### src/rtl/msp_pkg.sv
package msp_pkg;
  typedef enum logic [1:0] {
    RX_IDLE  = 2'd0,
    RX_START = 2'd1,
    RX_BITS  = 2'd2
  } rx_state_t;

  function automatic logic vote3(input logic [2:0] s);
    return (s[0] & s[1]) | (s[0] & s[2]) | (s[1] & s[2]);
  endfunction
endpackage

### src/rtl/msp_baud.sv
module msp_baud #(
  parameter int OVS     = 16,
  parameter int FIX_DIV = 64
) (
  input  logic clk,
  input  logic rst_n,
  input  logic rate_fixed,
  input  logic smod,
  input  logic ext_tick,
  output logic tick
);
  localparam int SLOW = FIX_DIV / OVS;
  localparam int FAST = SLOW / 2;
  localparam int CW   = $clog2(SLOW + 1);

  logic [CW-1:0] cnt;
  logic [CW-1:0] lim;

  assign lim  = smod ? CW'(FAST - 1) : CW'(SLOW - 1);
  assign tick = rate_fixed ? (cnt == lim) : ext_tick;

  always_ff @(posedge clk or negedge rst_n) begin
    if (!rst_n)                cnt <= '0;
    else if (!rate_fixed)      cnt <= '0;
    else if (cnt >= lim)       cnt <= '0;
    else                       cnt <= cnt + CW'(1);
  end

  // divided ticks are never back to back
  p_tick_gap_r4: assert property (@(posedge clk) disable iff (!rst_n)
    rate_fixed && tick |=> (!rate_fixed || !tick));
endmodule

### src/rtl/msp_tx.sv
module msp_tx #(
  parameter int DW  = 8,
  parameter int OVS = 16
) (
  input  logic          clk,
  input  logic          rst_n,
  input  logic          tick,
  input  logic          mode_nine,
  input  logic          tx_valid,
  output logic          tx_ready,
  input  logic [DW-1:0] tx_data,
  input  logic          tx_bit9,
  output logic          tx_done,
  input  logic          tx_done_clr,
  output logic          txd
);
  localparam int FW  = DW + 3;
  localparam int OCW = $clog2(OVS);
  localparam int BCW = $clog2(FW + 1);

  logic           busy;
  logic [FW-1:0]  shreg;
  logic [OCW-1:0] ocnt;
  logic [BCW-1:0] bcnt;
  logic [BCW-1:0] nbits;
  logic           bit_end;
  logic           frame_end;

  assign nbits     = mode_nine ? BCW'(FW) : BCW'(FW - 1);
  assign bit_end   = busy && tick && (ocnt == OCW'(OVS - 1));
  assign frame_end = bit_end && (bcnt == nbits - BCW'(1));
  assign tx_ready  = !busy;
  assign txd       = busy ? shreg[0] : 1'b1;

  always_ff @(posedge clk or negedge rst_n) begin
    if (!rst_n) begin
      busy  <= 1'b0;
      shreg <= '1;
      ocnt  <= '0;
      bcnt  <= '0;
    end else if (tx_valid && !busy) begin
      busy  <= 1'b1;
      shreg <= {1'b1, (mode_nine ? tx_bit9 : 1'b1), tx_data, 1'b0};
      ocnt  <= '0;
      bcnt  <= '0;
    end else if (busy && tick) begin
      if (bit_end) begin
        ocnt  <= '0;
        shreg <= {1'b1, shreg[FW-1:1]};
        if (frame_end) busy <= 1'b0;
        else           bcnt <= bcnt + BCW'(1);
      end else begin
        ocnt <= ocnt + OCW'(1);
      end
    end
  end

  always_ff @(posedge clk or negedge rst_n) begin
    if (!rst_n)           tx_done <= 1'b0;
    else if (frame_end)   tx_done <= 1'b1;
    else if (tx_done_clr) tx_done <= 1'b0;
  end

  // acceptance drives the start bit and drops ready on the next cycle
  p_start_r2: assert property (@(posedge clk) disable iff (!rst_n)
    tx_valid && tx_ready |=> !tx_ready && !txd);
  // the done flag holds until cleared
  p_done_sticky_r5: assert property (@(posedge clk) disable iff (!rst_n)
    tx_done && !tx_done_clr |=> tx_done);
endmodule

### src/rtl/msp_rx.sv
module msp_rx
  import msp_pkg::*;
#(
  parameter int DW  = 8,
  parameter int OVS = 16
) (
  input  logic          clk,
  input  logic          rst_n,
  input  logic          tick,
  input  logic          mode_nine,
  input  logic          rx_en,
  input  logic          filt_en,
  input  logic          rxd,
  output logic          rx_valid,
  input  logic          rx_ready,
  output logic [DW-1:0] rx_data,
  output logic          rx_bit9
);
  localparam int OCW = $clog2(OVS);
  localparam int BCW = $clog2(DW + 2);
  localparam int S1  = OVS / 2 - 2;
  localparam int S2  = OVS / 2 - 1;
  localparam int S3  = OVS / 2;

  logic           rxd_m, rxd_s;
  rx_state_t      st;
  logic [OCW-1:0] ocnt;
  logic [BCW-1:0] bidx;
  logic [1:0]     smp;
  logic [DW-1:0]  shdat;
  logic           cap9;
  logic           bit_val, eval, done_evt, b9_fin, drop, load;
  logic [BCW-1:0] last_idx;

  assign bit_val  = vote3({smp, rxd_s});
  assign eval     = tick && (ocnt == OCW'(S3));
  assign last_idx = mode_nine ? BCW'(DW + 1) : BCW'(DW);
  assign done_evt = rx_en && (st == RX_BITS) && eval && (bidx == last_idx);
  assign b9_fin   = (bidx == BCW'(DW)) ? bit_val : cap9;
  assign drop     = mode_nine && filt_en && !b9_fin;
  assign load     = done_evt && !drop && (!rx_valid || rx_ready);

  always_ff @(posedge clk or negedge rst_n) begin
    if (!rst_n) begin
      rxd_m <= 1'b1;
      rxd_s <= 1'b1;
    end else begin
      rxd_m <= rxd;
      rxd_s <= rxd_m;
    end
  end

  always_ff @(posedge clk or negedge rst_n) begin
    if (!rst_n) begin
      st    <= RX_IDLE;
      ocnt  <= '0;
      bidx  <= '0;
      smp   <= '0;
      shdat <= '0;
      cap9  <= 1'b0;
    end else if (!rx_en) begin
      st <= RX_IDLE;
    end else if (st == RX_IDLE) begin
      if (!rxd_s) begin
        st   <= RX_START;
        ocnt <= '0;
      end
    end else if (tick) begin
      ocnt <= (ocnt == OCW'(OVS - 1)) ? '0 : ocnt + OCW'(1);
      if (ocnt == OCW'(S1)) smp[1] <= rxd_s;
      if (ocnt == OCW'(S2)) smp[0] <= rxd_s;
      if (ocnt == OCW'(S3)) begin
        if (st == RX_START) begin
          if (bit_val) st <= RX_IDLE;
          else begin
            st   <= RX_BITS;
            bidx <= '0;
          end
        end else begin
          if (bidx < BCW'(DW))  shdat <= {bit_val, shdat[DW-1:1]};
          if (bidx == BCW'(DW)) cap9  <= bit_val;
          if (bidx == last_idx) st    <= RX_IDLE;
          else                  bidx  <= bidx + BCW'(1);
        end
      end
    end
  end

  always_ff @(posedge clk or negedge rst_n) begin
    if (!rst_n) begin
      rx_valid <= 1'b0;
      rx_data  <= '0;
      rx_bit9  <= 1'b0;
    end else if (load) begin
      rx_valid <= 1'b1;
      rx_data  <= shdat;
      rx_bit9  <= b9_fin;
    end else if (rx_valid && rx_ready) begin
      rx_valid <= 1'b0;
    end
  end

  // an unread buffer is never overwritten
  p_hold_r12: assert property (@(posedge clk) disable iff (!rst_n)
    rx_valid && !rx_ready |=> rx_valid && $stable(rx_data) && $stable(rx_bit9));
  // a disabled receiver raises no flag
  p_off_r9: assert property (@(posedge clk) disable iff (!rst_n)
    !rx_en && !rx_valid |=> !rx_valid);
  // a filtered data byte raises no flag
  p_filter_r8: assert property (@(posedge clk) disable iff (!rst_n)
    done_evt && drop && !rx_valid |=> !rx_valid);
endmodule

### src/rtl/mp_serial_port.sv
module mp_serial_port #(
  parameter int DW      = 8,
  parameter int OVS     = 16,
  parameter int FIX_DIV = 64
) (
  input  logic          clk,
  input  logic          rst_n,
  input  logic          mode_nine,
  input  logic          rate_fixed,
  input  logic          smod,
  input  logic          ext_tick,
  input  logic          tx_valid,
  output logic          tx_ready,
  input  logic [DW-1:0] tx_data,
  input  logic          tx_bit9,
  output logic          tx_done,
  input  logic          tx_done_clr,
  output logic          txd,
  input  logic          rx_en,
  input  logic          filt_en,
  input  logic          rxd,
  output logic          rx_valid,
  input  logic          rx_ready,
  output logic [DW-1:0] rx_data,
  output logic          rx_bit9
);
  logic tick;

  msp_baud #(.OVS(OVS), .FIX_DIV(FIX_DIV)) u_baud (
    .clk(clk), .rst_n(rst_n), .rate_fixed(rate_fixed), .smod(smod),
    .ext_tick(ext_tick), .tick(tick)
  );

  msp_tx #(.DW(DW), .OVS(OVS)) u_tx (
    .clk(clk), .rst_n(rst_n), .tick(tick), .mode_nine(mode_nine),
    .tx_valid(tx_valid), .tx_ready(tx_ready), .tx_data(tx_data),
    .tx_bit9(tx_bit9), .tx_done(tx_done), .tx_done_clr(tx_done_clr), .txd(txd)
  );

  msp_rx #(.DW(DW), .OVS(OVS)) u_rx (
    .clk(clk), .rst_n(rst_n), .tick(tick), .mode_nine(mode_nine),
    .rx_en(rx_en), .filt_en(filt_en), .rxd(rxd), .rx_valid(rx_valid),
    .rx_ready(rx_ready), .rx_data(rx_data), .rx_bit9(rx_bit9)
  );
endmodule

### config.mk
export PLATFORM = sky130hd
export DESIGN_NAME = mp_serial_port
export DESIGN_NICKNAME = d
export VERILOG_FILES = /design/src/rtl/msp_pkg.sv /design/src/rtl/msp_baud.sv /design/src/rtl/msp_tx.sv /design/src/rtl/msp_rx.sv /design/src/rtl/mp_serial_port.sv
export SDC_FILE = /design/constraint.sdc
export NUM_CORES = 1
export LEC_CHECK = 0
export BUFFER_PORTS_ARGS = -buffer_cell sky130_fd_sc_hd__buf_2
export CORE_ASPECT_RATIO = 0.5
export CORE_MARGIN = 10
export CORE_UTILIZATION = 45
export DETAILED_ROUTE_END_ITERATION = 6
export GPL_TIMING_DRIVEN = 0
export PLACE_DENSITY_LB_ADDON = 0.2
export SLEW_MARGIN = 20
export SYNTH_ARGS = -nofsm -noshare
export SYNTH_HDL_FRONTEND = slang
export SYNTH_SLANG_ARGS = --single-unit
### constraint.sdc
create_clock -name clk -period 2.2 [get_ports clk]
set_input_delay 0 -clock clk [delete_from_list [all_inputs] [get_ports clk]]
set_output_delay 0 -clock clk [all_outputs]
set_load 0.05 [all_outputs]
Word level (Yosys, flattened, before mapping)
Index checks and enable logic that the tools add are counted.

cells by class
  add/subtract/negate cells = 6
  magnitude comparators = 2
  equality and inequality tests = 19
  multiplexer cells = 42
  bitwise logic cells = 7
  reduce and logical (&&, ||, !) cells = 35

operators by type and width
  cell                                                                 count
  4-bit 2-to-1 mux                                                     14
  11-bit 2-to-1 mux                                                    3
  2-bit 2-to-1 mux                                                     9
  4-bit by 1-bit adder with 4-bit output (second input constant)       4
  4-bit == test (second input constant)                                4
  1-bit 2-to-1 mux                                                     14
  1-bit logical AND                                                    13
  4-bit AND reduction                                                  3
  6-bit AND reduction                                                  2
  2-bit nonzero test                                                   6
  3-bit AND reduction                                                  3
  4-bit by 3-bit == test with 1-bit output (second input constant)     2
  4-bit == test                                                        2
  2-bit != test (second input constant)                                4
  3-bit 2-to-1 mux                                                     2
  3-bit by 1-bit != test with 1-bit output (second input constant)     2
  5-bit AND reduction                                                  1
  1-bit zero test                                                      4
  4-bit < comparator (second input constant)                           1
  4-bit by 1-bit != test with 1-bit output (second input constant)     1
  4-bit by 1-bit subtractor with 4-bit output (second input constant)  1
  3-bit by 1-bit adder with 3-bit output (second input constant)       1
  1-bit AND                                                            3
  3-bit == test                                                        1
  9 further kinds                                                      11

storage, ports and cells
  register bits after elaboration = 57
  input bits = 21
  output and inout bits = 13
  logic and storage cells = 129

Logic depth before layout (Yosys ltp)
  depth after elaboration = 10
  mapped depth = 6
  depth with buffers taken out = 6

By module
A second synthesis with hierarchy kept.

second synthesis, totals
  cells, all modules = 258
  area total of the unflattened synthesis = 2805.2 sq um

by module, submodules not included
  module    times used  cells each  area an instance (sq um)  seq. area each (sq um)
  msp_rx    1           133         1615.3                    828.3
  msp_tx    1           112         1039.7                    513.0
  msp_baud  1           13          150.1                     75.1

Least setup slack after synthesis
Ideal clock, no wire load.

  path type = reg2reg
  start point = register u_baud.cnt[1]
  end point = register u_rx.bidx[3]
  setup time = 0.127 ns
  arrival = 1.815 ns
  data required time = 2.073 ns
  setup slack = 0.258 ns
  stages on the path, launching flop included = 6
  path buffers = 0
  period minus slack after synthesis = 1.942 ns
  path through = dfrtp_1 -> ha_1 -> nand4b_1 -> a211oi_1 -> nand2_1 -> a221o_2

on the way
  cells in the longest elaborated chain, start to end = 3

RTL lines
  item                           RTL line        source
  from (decl)                    msp_baud.sv:16  logic [CW-1:0] cnt;
  from (signal assigned)         msp_baud.sv:26  else cnt <= cnt + CW'(1);
  3-bit == test                  msp_baud.sv:20  assign tick = rate_fixed ? (cnt == lim) : ext_tick;
  1-bit 2-to-1 mux               msp_baud.sv:20
  6-bit AND reduction (no line)  -
  to (signal assigned)           msp_rx.sv:83    else bidx <= bidx + BCW'(1);
  to (decl)                      msp_rx.sv:28    logic [BCW-1:0] bidx;

No other way between the ends.
A chain may end at the register's enable or synchronous reset.

Worst setup path after layout
  start point = register u_baud.cnt[1]
  end point = register u_rx.shdat[3]

on the way
  cells in the longest elaborated chain, start to end = 3

RTL lines
  item                           RTL line        source
  3-bit == test                  msp_baud.sv:20
  1-bit 2-to-1 mux               msp_baud.sv:20
  6-bit AND reduction (no line)  -
  to (signal assigned)           msp_rx.sv:80    if (bidx < BCW'(DW)) shdat <= {bit_val, shdat[DW-1:1]};
  to (decl)                      msp_rx.sv:30    logic [DW-1:0] shdat;

No other way between the ends.

==> qor.yml <==
critPathMaxFanout: 8
grt_antenna_before_repair: 0
nets: 316
yosysWarnings: 0
critPathMaxStageDelay_ns: 0.40
cp.buffers_inverters: 1
maxCapViolations: 0
p_leak_uw: 0.00154
async_reset_ff_share_pct: 100
dr.pass1.iters: 4
syn_to_final_growth_pct: 19.7
drive_gt1_share_pct: 31.4
h-tree-depth: 2
postLayoutCellArea_um2: 3260
post-route-util_pct: 57.5
post_layout_nonfiller_instances: 360
cp_num_cells: 6
fin_crit_ns: 2.10
die_width_um: 130
grt.overflow.total: 0
crit_arrival_ns: 2.28
start_util_pct: 48.0
port_buffers: 33
maxSlewViolCount: 0
worst_pin_slew_ns: 0.693
die-height_um: 75.1
core-area_um2: 5680
clk_pin_slew_ns: 0.07
routabilityCongestion: 0.850
grt_pass1_wl_um: 9690
ir_worst_vdd_uv: 378
ios: 34
synth-seq-area-share_pct: 51.9
dp.cells: 340
worstSkewPairLatency_ns: 0.29
setup-violations-final: 0
dp_hpwl_um: 3980
syn_area_um2: 2730
cts_tree: "built"
hold_viol: 0
drcViolationCount: 0
ys_seq_elements: 56
holdPathStages: 3
drt-vias-per-instance: 5.60
clk_path_buf_depth: 2
cp_data_required_time_ns: 2.38
syn_inst: 234
worst_setup_path_end_kind: "flop"
first_iter_violations: 159
reg2reg_depth: 6
cts_buffers: 5
wl_um: 5770
critPathKind: "reg2reg"
period_share_pct: 95.5
crit_family: "simple AND/OR/NAND/NOR gates"
cts_root_buf: "clkbuf_16"
rows: 19
vias: 2015
ys_types: 54
fmax_mhz: 476
status: "completed"
relSlewSlack_pct: 53.8
antenna_left: 0
num-fill-cells: 480
crit_chain: "ha_1 > nand4b_1 > buf_4 > a21o_1 > nor3_4 > mux2_2"
dieArea_um2: 9760
placed_area_um2: 2990
r2r_end: "u_rx.shdat[3]"
cts.sinks: 56
critPathCapture: "u_rx.shdat[3]"
wl_per_cell_um: 16.0
grt_max_degree: 57
r2r-start: "u_baud.cnt[1]"
grt_use_total_pct: 12.4
n_antenna_cell: 0
startpoint_type: "flop"
fin_setup_tns_ns: 0
clock_skew_ns: 0.00535
syn_nets: 264
first_global_vias: 2069
cp_slowest_cell: "dfrtp_1"
power_per_cell_area_nw_per_um2: 790
hp-class: "in2reg"
ys.flop_type: "dfrtp_1"
startpoint: "u_baud.cnt[1]"
synth.avg_cell_area_um2: 11.7
r2r_slack_ns: 0.1
synth-edff-count: 0
## flip-flops by register name (all words and copies together) (netlist names)
name	flops
u_baud.cnt	3
u_rx.bidx	4
u_rx.cap9	1
u_rx.ocnt	4
u_rx.rx_bit9	1
u_rx.rx_data	8
u_rx.rx_valid	1
u_rx.rxd_m	1
u_rx.rxd_s	1
u_rx.shdat	8
u_rx.smp	2
u_rx.st	2
u_tx.bcnt	4
u_tx.busy	1
u_tx.ocnt	4
u_tx.shreg	10
u_tx.tx_done	1
## worst register-to-register path, stage by stage, from the launching register on
cell and delay [ns]:
dfrtp_1 0.40, ha_1 0.32, nand4b_1 0.12, buf_4 0.18, a21o_1 0.21, nor3_4 0.36
mux2_2 0.40
## placed cells by master (no fill, tap or decap), drive strengths merged, types with 7 or more instances in the layout
cell	instances
nand2	18
a21o	9
ha	9
dlygate4sd3	7
a22o	8
o21ai	14
dfrtp	44
inv	8
buf	39
mux2	20
nor3	10
dfstp	12
clkbuf	9
a21oi	8
## power by group
group          total [uW]  internal (uW)  switching [uW]
Sequential           1380           1250             126
Combinational         395            190             205
Clock                 808            454             354
Total                2580           1900             685
## synthesized netlist by cell type (2+ instances only)
cell | n | area share (%)
nor2_1 | 4 | 0.55
nand2b_1 | 5 | 1.1
nor4_1 | 3 | 0.69
a21o_1 | 9 | 2.5
clkbuf_1 | 2 | 0.28
nor2b_1 | 6 | 1.4
and4b_1 | 2 | 0.73
or3b_2 | 2 | 0.64
and3_1 | 2 | 0.46
ha_1 | 9 | 4.1
o21a_1 | 3 | 0.83
a21oi_1 | 8 | 1.5
nor3b_1 | 2 | 0.55
inv_1 | 8 | 1.1
nand3_1 | 4 | 0.73
o21ai_0 | 13 | 2.4
or3_1 | 2 | 0.46
buf_2 | 2 | 0.37
dfrtp_1 | 44 | 40
nand3b_1 | 4 | 1.1
mux2_2 | 20 | 8.3
a21boi_0 | 3 | 0.83
a221o_1 | 2 | 0.73
mux2i_1 | 2 | 0.73
nand2_1 | 18 | 2.5
nor3_1 | 9 | 1.7
dfstp_2 | 12 | 12
a22o_1 | 8 | 2.6
## kinds of logic after synthesis
family          Yosys count  synth area share (%)
simple gates             73                  16.0
compound gates           59                  16.2
flops                    56                  51.9
mux                      22                  8.99
buf+inv                  12                  1.74
fa+ha+maj                10                  4.54
xor+xnor                  2                 0.642
## stage by stage
| stage | setup WS, ns | total power (uW) | hold slack (ns) |
|---|---|---|---|
| detailed placement | -0.0671 | 1780 | 0.0983 |
| finish | 0.0986 | 2580 | 0.00172 |
| CTS | 0.00155 | 2600 | 0.000900 |
| global route | -0.00525 | 2740 | 0.00503 |
| global placement | -0.0272 | 1740 | 0.107 |
| floorplan | 0.258 | 1640 | -0.296 |
## per-layer routing
layer	vias to the layer above	wire length, um	track usage [%]
met2	47	2570	20.1
met4	0	99	4.33
met5	-	0	0
met1	981	2770	15.3
li1	973	-	-
met3	14	320	4.20
## worst min path at each step
stage                          start         endpoint  slack, ns
after floorplan                rst_n    u_baud.cnt[0]      -0.30
after global placement           rxd       u_rx.rxd_m       0.11
after detailed placement       rst_n  u_rx.rx_data[6]        0.1
after CTS                 tx_data[7]    u_tx.shreg[8]     0.0009
after global routing      tx_data[7]    u_tx.shreg[8]      0.005
final                     tx_data[7]    u_tx.shreg[8]      0.002
## repair_timing
action                     4_1_cts  5_1_grt
hold endpoints to repair        50        0
setup endpoints to repair       19       28
resized for setup                3        1
gates cloned                     0        1
pin swaps                        1        3
hold buffers                     7        0
setup buffers                    0        4
## cell type report
| class | count | area (um^2) | area share, % |
|---|---|---|---|
| timing repair buffer | 44 | 268 | 8.20 |
| clock inverter | 1 | 7.51 | 0.230 |
| sequential | 56 | 1420 | 43.4 |
| multi-input combinational | 167 | 1290 | 39.6 |
| clock buffer | 7 | 143 | 4.37 |
| buffer | 4 | 17.5 | 0.537 |
| tap | 73 | 91.3 | 2.80 |
| inverter | 8 | 30.0 | 0.920 |
Power figures use the tool's default switching activity.
